--- src/rtl/irq_mask_pkg.sv ---
package irq_mask_pkg;

    localparam int NUM_KINDS = 3;   // software, timer, external
    localparam int LVL_SLOTS = 4;   // user, supervisor, reserved, machine
    localparam int MASK_W    = NUM_KINDS * LVL_SLOTS;

    localparam int LVL_U = 0;
    localparam int LVL_S = 1;
    localparam int LVL_R = 2;
    localparam int LVL_M = 3;

    typedef enum logic [1:0] {
        PRIV_USER  = 2'b00,
        PRIV_SUPV  = 2'b01,
        PRIV_RSVD  = 2'b10,
        PRIV_MACH  = 2'b11
    } priv_e;

    typedef logic [MASK_W-1:0] irq_vec_t;

    // per-kind enables for the three real levels
    typedef struct packed {
        logic m_en;
        logic s_en;
        logic u_en;
    } kind_en_t;

    // global enables after configuration gating
    typedef struct packed {
        logic uie;
        logic sie;
        logic mie;
    } glob_en_t;

    function automatic int slot_of(input int kind, input int lvl);
        return kind * LVL_SLOTS + lvl;
    endfunction

    function automatic irq_vec_t level_sel(input int lvl);
        irq_vec_t v;
        v = '0;
        for (int k = 0; k < NUM_KINDS; k++) begin
            v[slot_of(k, lvl)] = 1'b1;
        end
        return v;
    endfunction

endpackage

--- src/rtl/irq_deleg_gate.sv ---
module irq_deleg_gate
    import irq_mask_pkg::*;
(
    input  irq_vec_t mdel_raw_i,
    input  irq_vec_t sdel_raw_i,
    input  logic     has_smode_i,
    input  logic     has_utrap_i,
    input  logic     uie_raw_i,
    input  logic     sie_raw_i,
    input  logic     mie_raw_i,
    output irq_vec_t mdel_o,
    output irq_vec_t sdel_o,
    output glob_en_t gen_o
);

    logic mdel_live;
    logic sdel_live;

    // machine delegation only has somewhere to go if a lower handler exists
    assign mdel_live = has_smode_i | has_utrap_i;
    // user delegation from supervisor needs both modes
    assign sdel_live = has_smode_i & has_utrap_i;

    assign mdel_o = mdel_live ? mdel_raw_i : '0;
    assign sdel_o = sdel_live ? sdel_raw_i : '0;

    always_comb begin
        gen_o.uie = uie_raw_i & has_utrap_i;
        gen_o.sie = sie_raw_i;
        gen_o.mie = mie_raw_i;
    end

endmodule

--- src/rtl/irq_level_mask.sv ---
module irq_level_mask
    import irq_mask_pkg::*;
(
    input  priv_e    priv_i,
    input  glob_en_t gen_i,
    input  irq_vec_t mdel_i,
    input  irq_vec_t sdel_i,
    input  logic     has_smode_i,
    output irq_vec_t mask_o
);

    kind_en_t kind_en [NUM_KINDS];

    logic unused_del;
    assign unused_del = ^{mdel_i & ~level_sel(LVL_M),
                          sdel_i & ~(level_sel(LVL_M) | level_sel(LVL_S))};

    for (genvar k = 0; k < NUM_KINDS; k++) begin : g_kind
        localparam int SU = k * LVL_SLOTS + LVL_U;
        localparam int SS = k * LVL_SLOTS + LVL_S;
        localparam int SR = k * LVL_SLOTS + LVL_R;
        localparam int SM = k * LVL_SLOTS + LVL_M;

        always_comb begin
            kind_en[k] = '0;
            unique case (priv_i)
                PRIV_USER: begin
                    if (has_smode_i) begin
                        kind_en[k].m_en = ~sdel_i[SM] | gen_i.uie;
                        kind_en[k].s_en = ~sdel_i[SS] | gen_i.uie;
                    end else begin
                        kind_en[k].m_en = ~mdel_i[SM] | gen_i.uie;
                        kind_en[k].s_en = 1'b0;
                    end
                    kind_en[k].u_en = gen_i.uie;
                end
                PRIV_SUPV: begin
                    kind_en[k].m_en = ~mdel_i[SM] | gen_i.sie;
                    kind_en[k].s_en = gen_i.sie;
                end
                default: begin
                    kind_en[k].m_en = gen_i.mie;
                end
            endcase
        end

        assign mask_o[SU] = kind_en[k].u_en;
        assign mask_o[SS] = kind_en[k].s_en;
        assign mask_o[SR] = 1'b0;
        assign mask_o[SM] = kind_en[k].m_en;
    end

endmodule

--- src/rtl/irq_priv_mask.sv ---
module irq_priv_mask
    import irq_mask_pkg::*;
(
    input  logic              clk,
    input  logic              rst,
    input  logic [1:0]        priv_i,
    input  logic              uie_i,
    input  logic              sie_i,
    input  logic              mie_i,
    input  logic [MASK_W-1:0] mideleg_i,
    input  logic [MASK_W-1:0] sideleg_i,
    input  logic              has_smode_i,
    input  logic              has_utrap_i,
    output logic [MASK_W-1:0] irq_mask_o
);

    irq_vec_t mdel_eff;
    irq_vec_t sdel_eff;
    glob_en_t gen_eff;
    irq_vec_t mask_d;
    irq_vec_t mask_q;

    irq_deleg_gate u_gate (
        .mdel_raw_i  (mideleg_i),
        .sdel_raw_i  (sideleg_i),
        .has_smode_i (has_smode_i),
        .has_utrap_i (has_utrap_i),
        .uie_raw_i   (uie_i),
        .sie_raw_i   (sie_i),
        .mie_raw_i   (mie_i),
        .mdel_o      (mdel_eff),
        .sdel_o      (sdel_eff),
        .gen_o       (gen_eff)
    );

    irq_level_mask u_lvl (
        .priv_i      (priv_e'(priv_i)),
        .gen_i       (gen_eff),
        .mdel_i      (mdel_eff),
        .sdel_i      (sdel_eff),
        .has_smode_i (has_smode_i),
        .mask_o      (mask_d)
    );

    always_ff @(posedge clk) begin
        if (rst) mask_q <= '0;
        else     mask_q <= mask_d;
    end

    assign irq_mask_o = mask_q;

    localparam irq_vec_t RSV_BITS  = level_sel(LVL_R);
    localparam irq_vec_t LOW_BITS  = level_sel(LVL_U) | level_sel(LVL_S);
    localparam irq_vec_t USER_BITS = level_sel(LVL_U);
    localparam irq_vec_t SUPV_BITS = level_sel(LVL_S);

    AST_RESET_CLEARS: assert property (@(posedge clk) rst |=> (irq_mask_o == '0));
    AST_RSV_ZERO: assert property (@(posedge clk) disable iff (rst) ((irq_mask_o & RSV_BITS) == '0));
    AST_MACH_LOW_OFF: assert property (@(posedge clk) disable iff (rst)
        (priv_i[1] == 1'b1) |=> ((irq_mask_o & LOW_BITS) == '0));
    AST_SUPV_NO_USER: assert property (@(posedge clk) disable iff (rst)
        (priv_i == 2'b01) |=> ((irq_mask_o & USER_BITS) == '0));
    AST_USER_NO_S: assert property (@(posedge clk) disable iff (rst)
        (priv_i == 2'b00 && !has_smode_i) |=> ((irq_mask_o & SUPV_BITS) == '0));
    AST_NO_UTRAP_USER_OFF: assert property (@(posedge clk) disable iff (rst)
        (!has_utrap_i) |=> ((irq_mask_o & USER_BITS) == '0));

endmodule

--- config.mk ---
export PLATFORM = sky130hd
export DESIGN_NAME = irq_priv_mask
export DESIGN_NICKNAME = d
export VERILOG_FILES = /design/src/rtl/irq_mask_pkg.sv /design/src/rtl/irq_deleg_gate.sv /design/src/rtl/irq_level_mask.sv /design/src/rtl/irq_priv_mask.sv
export SDC_FILE = /design/constraint.sdc
export NUM_CORES = 1
export LEC_CHECK = 0
export BUFFER_PORTS_ARGS = -buffer_cell sky130_fd_sc_hd__buf_4
export CAP_MARGIN = 10
export CORE_AREA = 2 2 39 41
export CTS_BUF_LIST = sky130_fd_sc_hd__clkbuf_4
export DETAILED_ROUTE_END_ITERATION = 8
export DIE_AREA = 0 0 41 43
export PLACE_DENSITY = 0.82
export SLEW_MARGIN = 20
export SYNTH_ARGS = -nofsm -noshare
export SYNTH_HDL_FRONTEND = slang
export SYNTH_SLANG_ARGS = --single-unit
--- constraint.sdc ---
create_clock -name clk -period 0.8 [get_ports clk]
set_input_delay 0.16 -clock clk [delete_from_list [all_inputs] [get_ports clk]]
set_output_delay 0.16 -clock clk [all_outputs]
set_load 0.02 [all_outputs]
; Yosys cells after proc, flatten, opt, wreduce, memory -nomap -nowiden
; Index checks and enable logic that the tools add are counted.
[word_totals]
regBits = 12
in_bits = 33
output_inout_bits = 12
elab_cells = 40
[classes]
eq_ne = 1
mux = 12
n_bitwise = 24
reduce_logical = 1
[ops]
columns = op, n
row1 = $mux W12, 2
row2 = $or A1 B1 Y1, 13
row3 = $pmux W1 S2, 6
row4 = $not A1 Y1, 9
row5 = $mux W2, 3
row6 = $and A1 B1 Y1, 2
row7 = $eq A2 B1 Y1 const B, 1
row8 = $logic_not A2 Y1, 1
row9 = $mux W1, 1

; Longest topological paths before layout
[depth]
ltp_word = 6
ltp_mapped = 3
ltp_nobuf = 3

; By module
; From an unflattened synthesis, not the netlist that was laid out.
[hier_totals]
cells_unflattened = 82
area_unflattened_um2 = 759.5
[modules_own_cells]
columns = mod, n_inst, cells_each, area_each_um2, seq_area_each_um2
row1 = irq_priv_mask, 1, 25, 366.6, 240.2
row2 = irq_deleg_gate, 1, 31, 230.2, 0.0
row3 = irq_level_mask, 1, 26, 162.7, 0.0

; Worst setup path before layout
; No wires, ideal clock.
[synth_path]
kind = input -> register
start = input port priv_i[1]
end = register mask_q[1] (netlist: irq_mask_o[1])
setup_ns = 0.070
arrival_ns = 0.824
required_ns = 0.730
slack_ns = -0.094
cell_stages = 3
n_path_buf = 0
cell_sequence = or3b_1 a21o_1 a21oi_1
[synth_between]
elab_chain_len = 2
word_cells_on_any_way = 3
cone_classes = 1 x eq/ne / 1 x mux / 1 x reduce/logical
[synth_rtl]
columns = element, line_no
row1 = from (decl), irq_priv_mask.sv:6  ; input logic [1:0] priv_i,
row2 = $eq A2 B1 Y1 or $logic_not A2 Y1 (tied branches), irq_level_mask.sv:26  ; unique case (priv_i)
row3 = $pmux W1 S2 (*), irq_level_mask.sv:26
row4 = to (signal assigned), irq_priv_mask.sv:47  ; else mask_q <= mask_d;
row5 = to (decl), irq_priv_mask.sv:21  ; irq_vec_t mask_q;
; Every way passes the cells marked *; elsewhere a longest branch is shown, timed or not.
; A chain may end at the register's enable or synchronous reset.

; Worst setup path in the final report
[layout_path]
start = register mask_q[8] (netlist: irq_mask_o[8])
end = output port irq_mask_o[8]
[layout_rtl]
columns = element, line_no
row1 = to (decl), irq_priv_mask.sv:14  ; output logic [MASK_W-1:0] irq_mask_o
; No word-level cell between the ends.

==> impl_metrics.py <==
metrics = {
    "cells_and_area": {
        "drive_gt1_frac": 0.686,
        "stdcell_area_um2": 646,
        "final_common_cell": "buf_4",
        "final_util": 0.467,
        "layout_common_cells": "19 x buf_4, 9 x buf_6, 7 x nand2_1, 6 x dfxtp_2",
        "syn_to_final_growth_pct": 77.9,
        "nNetsFinal": 104,
        "largest_reg_flops": 7,
        "diodes": 0,
        "filler_cell_count": 137,
    },
    "synthesis": {
        "syn_avg_cell_area_um2": 8.85,
        "synth.top_cell.area_share": 0.386,
        "synthCells": 41,
        "synth-seq-area-share": 0.386,
        "yosys.area.top_type": "dfxtp_1",
        "yosysUniqueCellTypes": 15,
        "yosys_register_bits": 7,
        "syn_area_um2": 363,
        "yosys_warnings": 0,
        "synth_area_leaders": "dfxtp_1 39%, buf_4 10%, mux2_2 9.3%, nand2_1 7.2%, a31o_2 7.2%",
    },
    "floorplanning": {
        "core_mm2": 0.00138,
        "row_count": 14,
        "die_h_um": 43,
        "dieArea_mm2": 0.00176,
        "die_w_um": 41,
        "num_io_pins": 45,
        "initial_core_util": 0.262,
    },
    "critical_path": {
        "path_max_fanout": 3,
        "cp-end-kind": "primary output",
        "cp-start-kind": "register",
        "worst_path_max_delay_cell": "dfxtp_4",
        "arrival_ns": 0.73,
        "max_stage_delay_ns": 0.35,
        "crit_chain": "buf_6",
        "worst-path-buf-inv": 1,
        "crit_family": "flip-flops",
        "path_class": "register to primary output",
        "cp.required_ns": 0.64,
    },
    "detailed_routing": {
        "firstDrtPassIters": 4,
        "viasPerCell": 4.51,
        "drt_wl_total_um": 902,
        "drc": 0,
        "ant_nets": 0,
        "num_vias": 388,
        "wl_per_cell_um": 10.5,
        "drtIter0Drc": 5,
    },
    "clock_tree": {
        "ctsRootBufferMaster": "clkbuf_4",
        "cts_sinks": 7,
        "cts_tree": "built",
        "clk_transition_reported_paths_ns": 0.05,
        "hold_buffers": 0,
        "clk_path_buf_depth": 2,
        "htree_levels": 1,
        "cts_buffers": 3,
        "post_cts_buffers": 0,
    },
    "power": {
        "p_per_area_mw_per_mm2": 1530,
        "power_frac_clock": 0.359,
        "pwr-share-seq": 0.388,
        "peakVddDrop_mv": 1.29,
        "p_switching_uw": 247,
        "cellLeakagePower_nw": 0.303,
        "p_int_uw": 742,
        "swShare": 0.250,
        "p_comb_frac": 0.254,
    },
    "global_routing": {
        "grt_pass1_wl_um": 1330,
        "antenna_found_initial": 0,
        "grt.overflow.total": 0,
        "grt_max_degree": 6,
        "grt_pass1_vias": 345,
        "grt_use_total": 0.116,
    },
    "timing": {
        "post-route-period-util": 1.11,
        "final-hold-violation-count": 0,
        "fin_setup_tns_ns": -0.515,
        "setup_viol": 9,
        "rsz0062_at_grt": "true",
        "final.min_clock_period_ns": 0.891,
        "hold_ws_ns": 0.0890,
        "fmax_mhz": 1120,
        "drv_slew": 0,
        "setup_slack_ns": -0.0909,
    },
    "placement": {
        "routabilityCongestion": 0.720,
        "hpwl_um": 752,
        "placed_cell_area_um2": 571,
        "portBuffers": 26,
    },
    "run_status": {
        "status": "finished with violations",
        "violations": "negative setup slack",
    },
    "worst_hold_path": {
        "hp-class": "input port to register",
    },
    "run": {
        "cap_violations": 0,
    },
}
[layout make-up]
cell class,instances,area (um^2),share of cell area
multi-input combinational,31,200,0.310
timing repair buffer,28,244,0.378
tap,16,20.0,0.0310
sequential,7,151,0.234
clock buffer,4,30.0,0.0465
[power by group through the flow]
stage	Clock, mW	Combinational [mW]	Sequential [mW]
floorplan	0	0.0920	0.413
global placement	0	0.236	0.385
detailed placement	0	0.238	0.385
CTS	0.368	0.252	0.386
global route	0.397	0.271	0.384
finish	0.355	0.251	0.383
[synthesized netlist by cell type]
master	number
or3b_1	1
a21oi_1	4
a21o_1	3
conb_1	1
nor2_1	2
nor3b_1	1
nand3b_1	1
mux2_2	3
o21a_1	1
and2b_2	1
nand2_1	7
nand3_1	1
buf_4	5
dfxtp_1	7
a31o_2	3
[final timing paths]
path,endpoint,slack [ns],startpoint,cells after the start
worst max-delay path,irq_mask_o[8],-0.09,irq_mask_o[8],1
worst min-delay path,irq_mask_o[9],0.09,rst,2
[through the flow]
stage / setup WS [ns] / power, mW / instances
after floorplan: -0.0571 / 0.505 / 43
after global placement: -0.205 / 0.620 / 82
after detailed placement: -0.239 / 0.623 / 82
after CTS: -0.0968 / 1.01 / 86
after global routing: -0.124 / 1.05 / 86
final: -0.0909 / 0.989 / 86
[kinds of logic after synthesis]
family                 Yosys count  synth area share
buffers and inverters            5             0.103
muxes                            3            0.0931
and+or+nand+nor                 14             0.197
AOI/OAI and AO/OA               11             0.210
other                            1            0.0103
DFF                              7             0.386
[per-layer routing]
metal  GRT usage  share of wire  vias to the layer above
li1            -              -                      194
met1       0.114           0.32                      174
met2       0.184           0.56                       20
met3      0.0785           0.12                        0
met4      0.0400              0                        0
met5           0              0                        -
[repair_timing]
item,CTS,global route
cloned,0,0
resized for setup,14,3
setup endpoints to repair,9,9
No activity file was read; power rests on OpenSTA's default activity.
